===== config.mk =====
export PLATFORM = sky130hd
export DESIGN_NAME = dch_access_arbiter
export DESIGN_NICKNAME = d
export VERILOG_FILES = /design/src/rtl/dch_arb_pkg.sv /design/src/rtl/dch_echo_counter.sv /design/src/rtl/dch_level_select.sv /design/src/rtl/dch_access_fsm.sv /design/src/rtl/dch_access_arbiter.sv
export SDC_FILE = /design/constraint.sdc
export NUM_CORES = 1
export LEC_CHECK = 0
export BUFFER_PORTS_ARGS = -buffer_cell sky130_fd_sc_hd__buf_4
export CAP_MARGIN = 15
export CORE_AREA = 2 2 39 41
export CTS_CLUSTER_SIZE = 16
export DETAILED_ROUTE_END_ITERATION = 12
export DIE_AREA = 0 0 41 43
export GPL_TIMING_DRIVEN = 1
export MAX_ROUTING_LAYER = met4
export PLACE_DENSITY = 0.73
export SYNTH_ARGS = -nofsm -noshare
export SYNTH_HDL_FRONTEND = slang
export SYNTH_SLANG_ARGS = --single-unit

===== constraint.sdc =====
create_clock -name clk -period 4.05 [get_ports clk]
set_input_delay 0.405 -clock clk [delete_from_list [all_inputs] [get_ports clk]]
set_output_delay 0.405 -clock clk [all_outputs]
set_load 0.01 [all_outputs]

===== src/rtl/dch_arb_pkg.sv =====
package dch_arb_pkg;

    typedef enum logic [1:0] {
        ST_COUNT = 2'd0,
        ST_SEND  = 2'd1,
        ST_ABORT = 2'd2,
        ST_HOLD  = 2'd3
    } arb_state_e;

endpackage


===== src/rtl/dch_echo_counter.sv =====
module dch_echo_counter #(
    parameter int CNT_W = 4
) (
    input  logic             clk,
    input  logic             rst_n,
    input  logic             clr,
    input  logic             strobe,
    input  logic             bit_in,
    input  logic [CNT_W-1:0] thr,
    output logic [CNT_W-1:0] cnt_q
);

    logic at_limit;

    // saturate at or above the active threshold
    assign at_limit = (cnt_q >= thr);

    always_ff @(posedge clk or negedge rst_n) begin
        if (!rst_n) begin
            cnt_q <= '0;
        end else if (clr) begin
            cnt_q <= '0;
        end else if (strobe) begin
            if (!bit_in) begin
                cnt_q <= '0;
            end else if (!at_limit) begin
                cnt_q <= cnt_q + 1'b1;
            end
        end
    end

endmodule


===== src/rtl/dch_level_select.sv =====
module dch_level_select #(
    parameter int HI_BASE = 8,
    parameter int LO_BASE = 10,
    parameter int CNT_W   = 4
) (
    input  logic             clk,
    input  logic             rst_n,
    input  logic             class_low,
    input  logic             drop,
    input  logic [CNT_W-1:0] cnt_q,
    output logic [CNT_W-1:0] thr,
    output logic             lvl_low_q
);

    logic [CNT_W-1:0] base;
    logic             restore;

    always_comb begin
        base = class_low ? CNT_W'(LO_BASE) : CNT_W'(HI_BASE);
        thr  = base + {{(CNT_W-1){1'b0}}, lvl_low_q};
    end

    // low level returns to high once the low-level run was seen
    assign restore = lvl_low_q && (cnt_q >= thr);

    always_ff @(posedge clk or negedge rst_n) begin
        if (!rst_n) begin
            lvl_low_q <= 1'b0;
        end else if (drop) begin
            lvl_low_q <= 1'b1;
        end else if (restore) begin
            lvl_low_q <= 1'b0;
        end
    end

endmodule


===== src/rtl/dch_access_fsm.sv =====
module dch_access_fsm
    import dch_arb_pkg::*;
#(
    parameter int CNT_W = 4
) (
    input  logic             clk,
    input  logic             rst_n,
    input  logic             echo_vld,
    input  logic             echo_bit,
    input  logic             tx_dbit,
    input  logic             frame_pulse,
    input  logic             tx_pending,
    input  logic             pkt_done,
    input  logic             irq_clear,
    input  logic [CNT_W-1:0] cnt_q,
    input  logic [CNT_W-1:0] thr,
    output logic             cnt_clr,
    output logic             done_ok,
    output logic             tx_grant,
    output logic             coll_irq,
    output logic             pkt_abort,
    output logic             dch_ack
);

    arb_state_e state_q, state_d;
    logic       take;
    logic       coll;
    logic       irq_q;

    assign take    = (state_q == ST_COUNT) && tx_pending && (cnt_q >= thr);
    assign coll    = (state_q == ST_SEND) && echo_vld && (echo_bit ^ tx_dbit);
    assign done_ok = (state_q == ST_SEND) && pkt_done && !coll;
    assign cnt_clr = (state_q == ST_SEND) || take;

    always_comb begin
        state_d = state_q;
        unique case (state_q)
            ST_COUNT: if (take) state_d = ST_SEND;
            ST_SEND: begin
                if (coll)          state_d = ST_ABORT;
                else if (pkt_done) state_d = ST_COUNT;
            end
            ST_ABORT: state_d = frame_pulse ? ST_COUNT : ST_HOLD;
            ST_HOLD:  if (frame_pulse) state_d = ST_COUNT;
            default:  state_d = ST_COUNT;
        endcase
    end

    always_ff @(posedge clk or negedge rst_n) begin
        if (!rst_n) state_q <= ST_COUNT;
        else        state_q <= state_d;
    end

    always_ff @(posedge clk or negedge rst_n) begin
        if (!rst_n)         irq_q <= 1'b0;
        else if (coll)      irq_q <= 1'b1;
        else if (irq_clear) irq_q <= 1'b0;
    end

    always_comb begin
        tx_grant  = 1'b0;
        pkt_abort = 1'b0;
        dch_ack   = 1'b0;
        unique case (state_q)
            ST_COUNT: ;
            ST_SEND: begin
                tx_grant = 1'b1;
                dch_ack  = 1'b1;
            end
            ST_ABORT: begin
                pkt_abort = 1'b1;
                dch_ack   = 1'b1;
            end
            ST_HOLD: dch_ack = 1'b1;
            default: ;
        endcase
        coll_irq = irq_q;
    end

endmodule


===== src/rtl/dch_access_arbiter.sv =====
module dch_access_arbiter #(
    parameter int HI_BASE = 8,
    parameter int LO_BASE = 10
) (
    input  logic clk,
    input  logic rst_n,
    input  logic echo_vld,
    input  logic echo_bit,
    input  logic tx_dbit,
    input  logic frame_pulse,
    input  logic tx_pending,
    input  logic pkt_done,
    input  logic class_low,
    input  logic irq_clear,
    output logic tx_grant,
    output logic coll_irq,
    output logic pkt_abort,
    output logic dch_ack
);

    localparam int MAX_THR = ((LO_BASE > HI_BASE) ? LO_BASE : HI_BASE) + 1;
    localparam int CNT_W   = $clog2(MAX_THR + 1);

    logic [CNT_W-1:0] cnt_q;
    logic [CNT_W-1:0] thr;
    logic             lvl_low_q;
    logic             cnt_clr;
    logic             done_ok;

    dch_echo_counter #(.CNT_W(CNT_W)) cnt_i (
        .clk    (clk),
        .rst_n  (rst_n),
        .clr    (cnt_clr),
        .strobe (echo_vld),
        .bit_in (echo_bit),
        .thr    (thr),
        .cnt_q  (cnt_q)
    );

    dch_level_select #(
        .HI_BASE (HI_BASE),
        .LO_BASE (LO_BASE),
        .CNT_W   (CNT_W)
    ) lvl_i (
        .clk       (clk),
        .rst_n     (rst_n),
        .class_low (class_low),
        .drop      (done_ok),
        .cnt_q     (cnt_q),
        .thr       (thr),
        .lvl_low_q (lvl_low_q)
    );

    dch_access_fsm #(.CNT_W(CNT_W)) fsm_i (
        .clk         (clk),
        .rst_n       (rst_n),
        .echo_vld    (echo_vld),
        .echo_bit    (echo_bit),
        .tx_dbit     (tx_dbit),
        .frame_pulse (frame_pulse),
        .tx_pending  (tx_pending),
        .pkt_done    (pkt_done),
        .irq_clear   (irq_clear),
        .cnt_q       (cnt_q),
        .thr         (thr),
        .cnt_clr     (cnt_clr),
        .done_ok     (done_ok),
        .tx_grant    (tx_grant),
        .coll_irq    (coll_irq),
        .pkt_abort   (pkt_abort),
        .dch_ack     (dch_ack)
    );

endmodule


== Word-level counts from Yosys, hierarchy flattened ==
Cells that the tools add are included.

* Input bits: 10
* Output and inout port bits: 4
* Word-level logic and storage cells: 49
* Register bits: 8

* Equality and inequality tests: 7
* Muxes and demuxes: 18
* Add/sub/neg operators: 2
* Reduce and logical (&&, ||, !) cells: 16
* Bitwise logic cells: 1
* Order comparisons: 1

{| class="wikitable"
|+ Operator list
! operator !! number
|-
| $mux W4 || 4
|-
| $mux W2 || 6
|-
| $pmux W2 S4 || 1
|-
| $logic_and A1 B1 Y1 || 7
|-
| $mux W1 || 7
|-
| $reduce_bool A2 Y1 || 3
|-
| $add A4 B1 Y4 || 1
|-
| $add A4 B1 Y4 const B || 1
|-
| $eq A2 B2 Y1 const B || 2
|-
| $ge A4 B4 Y1 || 1
|-
| $ne A3 B2 Y1 const B || 1
|-
| $ne A3 B3 Y1 const B || 1
|-
| $reduce_and A3 Y1 || 1
|-
| $reduce_or A3 Y1 || 1
|-
| $eq A2 B1 Y1 const B || 1
|-
| $logic_not A2 Y1 || 1
|-
| $ne A2 B1 Y1 const B || 1
|-
| $ne A2 B2 Y1 const B || 1
|-
| $reduce_and A2 Y1 || 1
|-
| $logic_not A1 Y1 || 1
|-
| $logic_or A1 B1 Y1 || 1
|-
| $xor A1 B1 Y1 || 1
|}

== Depth between registers and ports, before layout ==
Gate-level depths: netlist (run 1).

* Depth after elaboration: 7
* Gate-level depth with buffers: 6
* Gate-level depth less buffers: 6

== Modules after synthesis ==
From an unflattened synthesis (run 1), not the netlist that was laid out.

* Cells, all modules: 93
* Area, all modules: 810.8 µm²

{| class="wikitable"
|+ Modules (own cells, without submodules)
! module !! area each (µm²) !! seq. area each (µm²) !! times used !! cells each
|-
| dch_echo_counter || 392.9 || 100.1 || 1 || 44
|-
| dch_access_fsm || 292.8 || 75.1 || 1 || 33
|-
| dch_level_select || 125.1 || 25.0 || 1 || 16
|}

== Worst setup path after synthesis (run 1) ==
No wires, ideal clock.

* Path type: register to register
* From: register cnt_i.cnt_q[0]
* To: register cnt_i.cnt_q[0]
* Data required time: 3.968 ns
* Setup slack: 2.578 ns
* Arrival: 1.390 ns
* Clock period less this slack: 1.472 ns
* Library setup time: 0.082 ns
* Buffers on the path: 0
* Cell stages (with the launch flop): 7
* Cells stage by stage: dfrtp_1 -> inv_1 -> ha_1 -> nor2b_1 -> o21ai_2 -> or3_1 -> a31oi_1

* Cells in the longest elaborated chain, start to end: 5
* Elaborated cells between the ends (all ways): 11
* Classes of those cells: add/sub (1); order compare (1); eq/ne (1); mux (4); reduce/logical (4)

{| class="wikitable"
|+ RTL lines
! what !! line !! source
|-
| from (decl) || dch_echo_counter.sv:10 || <nowiki>output logic [CNT_W-1:0] cnt_q</nowiki>
|-
| from (signal assigned) || dch_echo_counter.sv:27 || <nowiki>cnt_q <= cnt_q + 1'b1;</nowiki>
|-
| $add A4 B1 Y4 or $ge A4 B4 Y1 (tied branches) || dch_echo_counter.sv:27, dch_echo_counter.sv:16, dch_access_fsm.sv:30 ||
|-
| $mux W4 or $logic_and A1 B1 Y1 (tied branches) || dch_echo_counter.sv:26, dch_access_fsm.sv:30 ||
|-
| $mux W4 or $logic_or A1 B1 Y1 (tied branches) || dch_echo_counter.sv:24, dch_access_fsm.sv:33 ||
|-
| $mux W4 (tied with other cells) || dch_echo_counter.sv:23 || <nowiki>end else if (strobe) begin</nowiki>
|-
| $mux W4 or $reduce_and A2 Y1 (tied branches) || - ||
|}

Parallel ways exist; a longest one is shown, timed or not. The select of a mux whose other input is x is not followed.
A chain may end at the register's enable or synchronous reset.

== Worst setup path after layout (run 1) ==
* From: register fsm_i.state_q[1]
* To: output port tx_grant

* Cells in the longest elaborated chain, start to end: 2

{| class="wikitable"
|+ RTL lines
! what !! line !! source
|-
| from (decl) || dch_access_fsm.sv:25 || <nowiki>arb_state_e state_q, state_d;</nowiki>
|-
| from (signal assigned) || dch_access_fsm.sv:51 || <nowiki>else state_q <= state_d;</nowiki>
|-
| $eq A2 B1 Y1 || dch_access_fsm.sv:64 || <nowiki>unique case (state_q)</nowiki>
|-
| $mux W1 || dch_access_fsm.sv:64 ||
|-
| to (decl) || dch_access_arbiter.sv:15 || <nowiki>output logic tx_grant,</nowiki>
|}

Every way passes these cells.

==> key figures, run 1 <==
Final layout
  – Reg area: 200 um^2
  – Most frequent cells in the layout: 13 x buf_4, 8 x dfrtp_1, 5 x inv_1, 5 x nand2b_1, 5 x nand2_1
  – Ant. Diodes: 0
  – Filler cells: 138
  – Commonest non-fill, non-tap cell in the layout: buf_4
  – Multi-input logic area: 290 um^2
  – Final #Nets: 87
  – Final std cells w/o fill: 88
  – Share of layout cells above drive strength 1: 0.264
  – Area grow syn2layout: 28.2%

Routing
  – DR top layer: met4
  – Met2 wire length: 470 um
  – DRC Markers: 0
  – Iteration-0 DRC Markers: 7
  – WL final: 1050 um
  – Drt wl/cell: 11.9 um
  – Antenna Nets Post-Route: 0
  – Drt pass-1 iters: 4
  – Vias: 471
  – WL met3: 52 um
  – WL met1: 511 um
  – Vias per cell: 5.35

Clock network
  – Resize count post-CTS: 0
  – Worst-skew pair later-pin latency: 250 ps
  – Clock transition at path regs: 50 ps
  – H-tree Lvls: 1
  – CTS buffer count: 3
  – TritonCTS clock tree: done
  – Root buf cell: clkbuf_4
  – Longest Clk Path Bufs: 2
  – Clk sink count: 8
  – Setup bufs post-CTS: 0
  – Hold-fix buffers, CTS: 1

Place
  – GP Congestion: 0.726
  – Dpl cells: 84
  – Port-buffer cells: 13
  – Hpwl dp: 822 um

Floorplanning
  – Initial Util: 0.372
  – Die area: 1760 um^2
  – Row count: 14
  – Die Ht: 43 um
  – IO Pins: 14
  – CORE AREA: 1380 um^2
  – Die Span X: 41 um

Synth
  – Seq cells post-synth: 8
  – Syn nets: 69
  – Synth warnings: 0
  – Area leader, netlist: dfrtp_1
  – Post-Syn Area: 514 um^2
  – Syn Area/Cell: 9.18 um^2
  – Top post-synthesis cells by area: dfrtp_1 39%, ha_1 7.3%, nand2b_1 6.1%
  – Top cell type's share of synthesized area: 0.389
  – Post-synthesis cell type count: 26
  – Post-synthesis sequential area ratio: 0.389
  – Cells after Synth: 56

Critical path
  – Worst EP required: 3640 ps
  – Crit Path Class: reg -> out
  – CP startpoint kind: register
  – CP Cell Sequence: nand2b_1, inv_1, buf_4
  – CP max stage delay: 410 ps
  – CP Max Fanout: 6
  – Critical path's slowest cell: dfrtp_1
  – CP endpoint kind: primary output
  – WP data arrival: 1250 ps

Power
  – Clock power frac: 0.235
  – VDD IR max: 0.000175 V
  – Leak pwr: 0.310 nW
  – Switching portion of total power: 0.329
  – PD cells: 388 nW/um^2
  – Flop pwr share: 0.458
  – NetSw: 0.0843 mW
  – Int Pwr: 0.172 mW
  – Total power: 0.256 mW
  – Comb power frac: 0.307

Outcome
  – Status: completed

Global route
  – Global-route usage over all layers: 0.152
  – Largest net degree at the start of global routing: 12
  – First-pass GRT wire length: 1860 um
  – Initial antenna violation count: 0
  – Vias in the first global route: 462
  – GRT Residual Overflow: 0

Timing
  – Min Tclk post-route: 1650 ps
  – Final cycle utilization of the critical path: 0.408
  – Worst Skew: 3.09 ps
  – Slew Limit Fails: 0
  – Endpoints failing hold: 0
  – Fmax: 605 MHz
  – Unrepaired setup endpoints after global routing: false
  – Worst slew pin tran: 360 ps
  – Finish-stage setup viols: 0
  – Relative slew slack: 0.760
  – Setup_tns: 0 ps

Flow run
  – Max Cap Violations: 0

Worst hold path
  – Worst min path class: in -> reg
cell usage after synthesis:
cell type and number:
a2111oi_1 1, or2_2 1, dfrtp_1 8, xor2_1 1, nand4_1 1, or3_1 1
buf_2 1, ha_1 3, a21oi_1 1, o21ai_0 2, o32a_1 1, a211oi_1 1
a311oi_1 1, a31oi_1 2, o32ai_1 1, inv_1 5, nor2b_1 4, o21ai_2 2
o211ai_1 1, a21boi_0 1, nand3_1 4, mux2i_1 1, nand2b_1 5, o22ai_1 1
nand2_1 5, o221ai_1 1
cell type report:
class,count,share of cell area
Inverter,5,0.0285
Timing Repair Buffer,14,0.163
Multi-Input combinational cell,42,0.440
Tap cell,16,0.0304
Clock buffer,3,0.0342
Sequential cell,8,0.304
power groups by stage:
stage | sequential, mW | clock (mW) | combinational (mW)
final | 0.117 | 0.0603 | 0.0786
after global routing | 0.121 | 0.0672 | 0.0912
after CTS | 0.117 | 0.0613 | 0.0801
after detailed placement | 0.119 | 0 | 0.0789
after global placement | 0.119 | 0 | 0.0770
after floorplan | 0.114 | 0 | 0.0567
state kept, by name, summed over array words and instances, names as in the netlist:
signal	cells
cnt_i.cnt_q	4
fsm_i.coll_irq	1
fsm_i.state_q	2
lvl_i.lvl_low_q	1
logic make-up after synthesis:
group,Yosys count,synth area share
buffers and inverters,6,0.0462
DFF,8,0.389
adders and majority gates,3,0.0730
xor gates and xnor gates,1,0.0170
AOI/OAI and AO/OA,16,0.234
and+or+nand+nor,21,0.221
muxes,1,0.0195
through the flow:
step | setup slack [ps] | util | hold WS (ps) | cell area [um^2]
3_5_place_dp | 2420 | 0.453 | 233 | 627
3_3_place_gp | 2430 | 0.453 | 228 | 627
4_1_cts | 2380 | 0.476 | 345 | 659
6_report | 2400 | 0.476 | 347 | 659
5_1_grt | 2300 | 0.476 | 358 | 659
2_1_floorplan | 2580 | - | 109 | 514
per-layer routing:
layer | vias up | GRT usage
li1 | 241 | -
met4 | 0 | 0.0467
met2 | 14 | 0.194
met3 | 3 | 0.0366
met1 | 213 | 0.234
met5 | - | -
final timing paths:
kind | startpoint | end | slack, ps | cells after the start
setup reg to reg | cnt_i.cnt_q[0]$_DFFE_PN0P_ | cnt_i.cnt_q[0]$_DFFE_PN0P_ | 2420 | 6
hold / removal | irq_clear | fsm_i.coll_irq$_DFFE_PN0P_ | 350 | 2
min in group asynchronous | rst_n | fsm_i.coll_irq$_DFFE_PN0P_ | 520 | 2
max in group asynchronous | rst_n | cnt_i.cnt_q[2]$_DFFE_PN0P_ | 3400 | 2
setup / recovery | fsm_i.state_q[1]$_DFFE_PN0P_ | tx_grant | 2400 | 3
hold reg to reg | fsm_i.coll_irq$_DFFE_PN0P_ | fsm_i.coll_irq$_DFFE_PN0P_ | 540 | 2
worst max-delay path, delay by kind of cell (launching register included):
| family | cells | cell delay, ps |
|---|---|---|
| and+or+nand+nor | 1 | 230 |
| DFF | 1 | 410 |
| buffers and inverters | 2 | 360 |
No activity file was read; power rests on OpenSTA's default activity.
==> inputs of run 2 (changes only) <==
PLACE_DENSITY = 0.75   (was 0.73)
clock period = 1.5 ns   (was 4.05 ns; I/O delays follow)
==> run 2 against run 1 <==
  * Total power rose to 3.3 times the previous value
  * Utilization is 5.9 points higher
  * Worst hold slack worse by 260 ps
  * Critical path depth rose by 3
  * Critical endpoint is now cnt_i.cnt_q[0]$_DFFE_PN0P_
  * Critical path type is now reg -> reg
  * Sequential power grew to 2.7 times the previous value
  * Via count increased by 9.3%
  * Clock-buffer cell count unchanged
==> key figures, run 2 (synthesis gave the netlist of run 1 again) <==
Clock network
  – H-tree Lvls: 1
  – Longest Clk Path Bufs: 2
  – TritonCTS clock tree: done
  – CTS buffer count: 3
  – Clock transition at path regs: 60 ps
  – Clk sink count: 8
  – Worst-skew pair later-pin latency: 260 ps
  – Root buf cell: clkbuf_4

Floorplanning
  – Initial Util: 0.372
  – CORE AREA: 1380 um^2
  – Die Ht: 43 um
  – Die area: 1760 um^2
  – Row count: 14
  – Die Span X: 41 um
  – IO Pins: 14

Critical path
  – Reg2reg end: cnt_i.cnt_q[0]$_DFFE_PN0P_
  – Worst EP required: 1680 ps
  – CP endpoint kind: register
  – WP data arrival: 1630 ps
  – Crit Path Class: reg -> reg
  – CP Max Fanout: 7
  – Reg2reg setup slack: 50 ps
  – CP startpoint kind: register
  – Worst R2R Path Depth: 6
  – Crit Reg-Reg Startpoint: cnt_i.cnt_q[0]$_DFFE_PN0P_

Power
  – VDD IR max: 0.000501 V
  – Switching portion of total power: 0.349
  – Flop pwr share: 0.379
  – Comb power frac: 0.410
  – PD cells: 1120 nW/um^2
  – Leak pwr: 0.342 nW
  – Int Pwr: 0.542 mW
  – NetSw: 0.291 mW
  – Clock power frac: 0.211
  – Total power: 0.833 mW

Final layout
  – Most frequent cells in the layout: 17 x buf_4, 8 x dfrtp_1, 5 x nand2b_1, 5 x nand2_1, 4 x nand3_1
  – Commonest non-fill, non-tap cell in the layout: buf_4
  – Area grow syn2layout: 44.0%
  – Largest Register: cnt_i.cnt_q
  – Filler cells: 132
  – Ant. Diodes: 0
  – Share of layout cells above drive strength 1: 0.390
  – Final std cells w/o fill: 93
  – Max reg flops: 4
  – Biggest regs: cnt_i.cnt_q x4, fsm_i.state_q x2
  – Final #Nets: 92
  – Design area: 741 um^2

Global route
  – Largest net degree at the start of global routing: 12
  – Met2 GRT Util: 0.256
  – Layer with the highest usage: met2
  – First-pass GRT wire length: 2240 um
  – Initial antenna violation count: 0
  – GRT Residual Overflow: 0
  – Met3 usage: 0.0681
  – Vias in the first global route: 536
  – Global-route usage over all layers: 0.195
  – Met1 Resource Use GR: 0.249

Worst hold path
  – Hold Startpoint: irq_clear
  – Hold path cells: 2
  – Worst min path class: in -> reg
  – WHS Endpoint: fsm_i.coll_irq$_DFFE_PN0P_

Outcome
  – Status: completed

Routing
  – DRC Markers: 0
  – WL final: 1310 um
  – Vias: 515
  – Vias per cell: 5.54
  – Antenna Nets Post-Route: 0
  – Iteration-0 DRC Markers: 6
  – Drt pass-1 iters: 4
  – Drt wl/cell: 14.0 um

Timing
  – Worst Skew: 6.35 ps
  – Final cycle utilization of the critical path: 0.967
  – Worst slew pin tran: 326 ps
  – Endpoints failing hold: 0
  – Slew Limit Fails: 0
  – Fmax: 689 MHz
  – Min Tclk post-route: 1450 ps
  – Finish-stage setup viols: 0
  – Hold_ws: 84.1 ps
  – Setup_tns: 0 ps
  – Relative slew slack: 0.782
  – Unrepaired setup endpoints after global routing: true

Flow run
  – Max Cap Violations: 0

Place
  – Port-buffer cells: 13
  – Placed cell area: 657 um^2
  – GP Congestion: 0.740
  – Hpwl dp: 929 um
  – Dpl cells: 88
-- run 2: area by class of cell --
class	instances	area, um^2	share of cell area
Inverter	5	18.8	0.0253
Clock buffer	3	22.5	0.0304
Multi-Input combinational cell	42	330	0.446
Timing Repair Buffer	19	149	0.201
Sequential cell	8	200	0.270
Tap cell	16	20.0	0.0270
-- run 2: power by group through the flow --
stage	clock, mW	combinational (mW)	sequential, mW
after floorplan	0	0.153	0.307
after global placement	0	0.258	0.310
after detailed placement	0	0.264	0.312
after CTS	0.181	0.280	0.314
after global routing	0.192	0.386	0.321
final	0.175	0.342	0.316
-- run 2: worst max path at each step --
stage,from,end,cells after the start,slack (ps)
2_1_floorplan,cnt_i.cnt_q[0]$_DFFE_PN0P_,cnt_i.cnt_q[0]$_DFFE_PN0P_,6,30
3_3_place_gp,lvl_i.lvl_low_q$_DFFE_PN0P_,fsm_i.state_q[0]$_DFFE_PN0P_,6,60
3_5_place_dp,cnt_i.cnt_q[0]$_DFFE_PN0P_,cnt_i.cnt_q[0]$_DFFE_PN0P_,6,-20
4_1_cts,cnt_i.cnt_q[0]$_DFFE_PN0P_,cnt_i.cnt_q[0]$_DFFE_PN0P_,6,20
5_1_grt,cnt_i.cnt_q[1]$_DFFE_PN0P_,fsm_i.state_q[0]$_DFFE_PN0P_,6,-10
6_report,cnt_i.cnt_q[0]$_DFFE_PN0P_,cnt_i.cnt_q[0]$_DFFE_PN0P_,6,50
-- run 2: repair_timing --
item	CTS	global route
pin swaps	1	1
setup buffers	1	0
setup endpoints to repair	3	6
resized for setup	2	7
hold buffers	1	0
hold endpoints to repair	8	0
-- run 2: metrics by stage --
stage / worst slack (ps) / util
after floorplan: 28.0 / -
after global placement: 57.3 / 0.475
after detailed placement: -15.4 / 0.475
after CTS: 22.0 / 0.513
after global routing: -13.0 / 0.535
final: 49.6 / 0.535
-- run 2: metal layers --
| metal | vias up | wire, um |
|---|---|---|
| met1 | 246 | 547 |
| met3 | 4 | 88 |
| li1 | 247 | - |
| met4 | 0 | 30 |
| met5 | - | 0 |
| met2 | 18 | 640 |
-- run 2: worst max-delay path, cell delays in order, from the launching register on --
cell and delay (ps):
dfrtp_1 390, inv_2 90, ha_4 210, nor2b_4 120, o21ai_4 100, or3_1 320, a31oi_1 150
==> inputs of run 3 (changes only) <==
CORE_AREA = unset   (was 2 2 39 41)
CORE_MARGIN = 2   (was unset)
CORE_UTILIZATION = 49   (was unset)
DIE_AREA = unset   (was 0 0 41 43)
PLACE_DENSITY = 0.85   (was 0.75)
SYNTH_HIERARCHICAL = 1   (was unset)
==> run 3 against run 2 <==
  * Clock power rose by 6%
  * Cell area rose by 56%
  * Setup slack got worse by 840 ps
  * Highest routed layer unchanged
  * Global-route usage rose by 5.6 points
  * Area after synthesis rose by 58%
  * Clock-buffer cell count rose by 1
  * Utilization rose by 22 points
  * The flow now finishes with violations (negative setup slack)
==> key figures, run 3 <==
Critical path
  – Critical path's slowest cell: or4b_4
  – CP startpoint kind: register
  – Worst EP required: 1670 ps
  – Crit Reg-Reg Startpoint: cnt_i/cnt_q[0]$_DFFE_PN0P_
  – Worst R2R Path Depth: 9
  – Critical path's top delay family: simple AND/OR/NAND/NOR gates
  – CP endpoint kind: register
  – WP data arrival: 2470 ps
  – CP Buf/Inv Count: 1
  – Reg2reg end: cnt_i/cnt_q[3]$_DFFE_PN0P_
  – Reg2reg setup slack: -790 ps
  – CP Cell Sequence: inv_2, ha_4, nand2b_4, a2111oi_4, a21oi_2, a31o_1, and2b_1, or4b_4, o211ai_1
  – CP Max Fanout: 2
  – CP max stage delay: 450 ps
  – Crit Path Class: reg -> reg

Routing
  – Iteration-0 DRC Markers: 19
  – Vias per cell: 5.78
  – Antenna Nets Post-Route: 0
  – Drt wl/cell: 15.5 um
  – WL final: 2220 um
  – DRC Markers: 0
  – Drt pass-1 iters: 4
  – Vias: 827

Synth
  – Post-synthesis cell type count: 36
  – Synth warnings: 6
  – Top post-synthesis cells by area: dfrtp_1 25%, ha_1 17%, inv_1 7.9%
  – Syn nets: 114
  – Most numerous cell in the Yosys netlist: inv_1
  – Area leader, netlist: dfrtp_1
  – Top cell type's share of synthesized area: 0.247
  – Post-synth ARST share: 1.00
  – Cells after Synth: 93
  – Post-synthesis sequential area ratio: 0.247
  – Post-Syn Area: 811 um^2
  – Seq cells post-synth: 8
  – Count of flip-flops with a built-in enable after synthesis: 0
  – Main flop type after synthesis: dfrtp_1
  – Syn Area/Cell: 8.72 um^2
  – Synth cell count leaders: 17 x inv_1, 11 x ha_1, 8 x dfrtp_1, 6 x nand2_1

Global route
  – First-pass GRT wire length: 3480 um
  – Largest net degree at the start of global routing: 9
  – Initial antenna violation count: 0
  – GRT Residual Overflow: 0
  – Vias in the first global route: 816
  – Global-route usage over all layers: 0.250

Clock network
  – H-tree Lvls: 1
  – Clock transition at path regs: 60 ps
  – Longest Clk Path Bufs: 2
  – Root buf cell: clkbuf_4
  – CTS buffer count: 3
  – Clk sink count: 8
  – Worst-skew pair later-pin latency: 260 ps
  – TritonCTS clock tree: done

Final layout
  – Most frequent cells in the layout: 30 x buf_4, 16 x inv_1, 10 x ha_1
  – Largest Register: cnt_i/cnt_q
  – Max reg flops: 4
  – Commonest non-fill, non-tap cell in the layout: buf_4
  – Final #Nets: 149
  – Biggest regs: cnt_i/cnt_q x4, fsm_i/state_q x2
  – Final std cells w/o fill: 143
  – Fin util: 0.758
  – Share of layout cells above drive strength 1: 0.402
  – Area grow syn2layout: 42.4%
  – Ant. Diodes: 0

Timing
  – Endpoints failing hold: 0
  – Worst slew pin tran: 588 ps
  – Unrepaired setup endpoints after global routing: true
  – Slew Limit Fails: 0
  – Finish-stage setup viols: 5
  – Relative slew slack: 0.607
  – Worst Skew: 4.31 ps
  – Final cycle utilization of the critical path: 1.53
  – Min Tclk post-route: 2290 ps
  – Hold_ws: 89.2 ps
  – Fmax: 436 MHz
  – Worst setup margin: -791 ps

Power
  – Leak pwr: 0.598 nW
  – PD cells: 1720 nW/um^2
  – VDD IR max: 0.00103 V
  – Total power: 1.98 mW

Place
  – GP Congestion: 0.930
  – Hpwl dp: 1610 um
  – Dpl cells: 131
  – Pre-CTS setup slack: -826 ps
  – Port-buffer cells: 13

Worst hold path
  – Worst min path class: in -> reg
  – Hold path cells: 2
  – WHS Endpoint: fsm_i/coll_irq$_DFFE_PN0P_
  – Hold Startpoint: irq_clear

Floorplanning
  – CORE AREA: 1520 um^2
  – Die area: 2000 um^2
  – IO Pins: 14
  – Die Span X: 44.7 um
  – Row count: 14
  – Die Ht: 44.7 um
  – Initial Util: 0.532

Outcome
  – Status: finished with violations
  – Failing checks: negative setup slack

Flow run
  – Max Cap Violations: 0
==> run 3: final cells by class <==
class,instances,area (um^2)
multi-input cells,64,574
fillers,117,369
repair buffers,34,269
flip-flops and latches,8,201
inverters,17,63.8
clock buffers,4,26.3
well taps,16,20.0
==> run 3: cell families (layout without fill, tap and decap cells) <==
logic type / Yosys count / in the layout / synth area share
other: 2 / 2 / 0.00926
buffers and inverters: 21 / 55 / 0.116
flip-flops: 8 / 8 / 0.247
XOR/XNOR: 1 / 1 / 0.0108
adder cells (fa/ha/maj): 11 / 11 / 0.170
AND/OR/NAND/NOR: 29 / 29 / 0.218
AO/OA/AOI/OAI: 21 / 21 / 0.230
==> run 3: worst max path at each step <==
stage | start | endpoint | slack [ps] | depth (start not counted)
after global routing | cnt_i/cnt_q[0]$_DFFE_PN0P_ | cnt_i/cnt_q[3]$_DFFE_PN0P_ | -870 | 9
after global placement | cnt_i/cnt_q[0]$_DFFE_PN0P_ | cnt_i/cnt_q[3]$_DFFE_PN0P_ | -760 | 9
after detailed placement | cnt_i/cnt_q[0]$_DFFE_PN0P_ | cnt_i/cnt_q[3]$_DFFE_PN0P_ | -830 | 9
after floorplan | lvl_i/lvl_low_q$_DFFE_PN0P_ | cnt_i/cnt_q[3]$_DFFE_PN0P_ | -870 | 9
final | cnt_i/cnt_q[0]$_DFFE_PN0P_ | cnt_i/cnt_q[3]$_DFFE_PN0P_ | -790 | 9
after CTS | cnt_i/cnt_q[0]$_DFFE_PN0P_ | cnt_i/cnt_q[3]$_DFFE_PN0P_ | -790 | 9
==> run 3: through the flow <==
step / TNS [ps] / cell area, um^2
floorplan: -2190 / 832
global route: -3230 / 1150
detailed placement: -2790 / 1010
global placement: -2460 / 1010
CTS: -2860 / 1090
finish: -2860 / 1150
==> run 3: power by group <==
part	switching (mW)	internal, mW
registers	0.0378	0.279
logic	0.690	0.792
clock network	0.0836	0.102
total	0.811	1.17
==> run 3: routing by layer <==
metal  up-vias  wire (um)  global-route usage
li1        388          -                   -
met1       404        905               0.280
met2        31       1160               0.432
met3         4        140              0.0653
met4         0         18              0.0727
met5         -          0                   -
==> run 3: repair_timing <==
| action | in CTS | in global routing |
|---|---|---|
| hold buffers | 1 | 0 |
| gates resized for setup | 1 | 9 |
| gates cloned | 0 | 0 |
| endpoints found under the setup margin | 5 | 6 |
| buffers inserted | 5 | 2 |
| hold endpoints to repair | 8 | 0 |
| pin swaps | 3 | 4 |
==> run 3: worst reg2reg max path: cells and delay by family (launching register included) <==
family,cells,cell delay (ps)
AND/OR/NAND/NOR,3,800
AO/OA/AOI/OAI,4,750
flip-flops,1,400
adder cells (fa/ha/maj),1,190
buffers and inverters,1,70
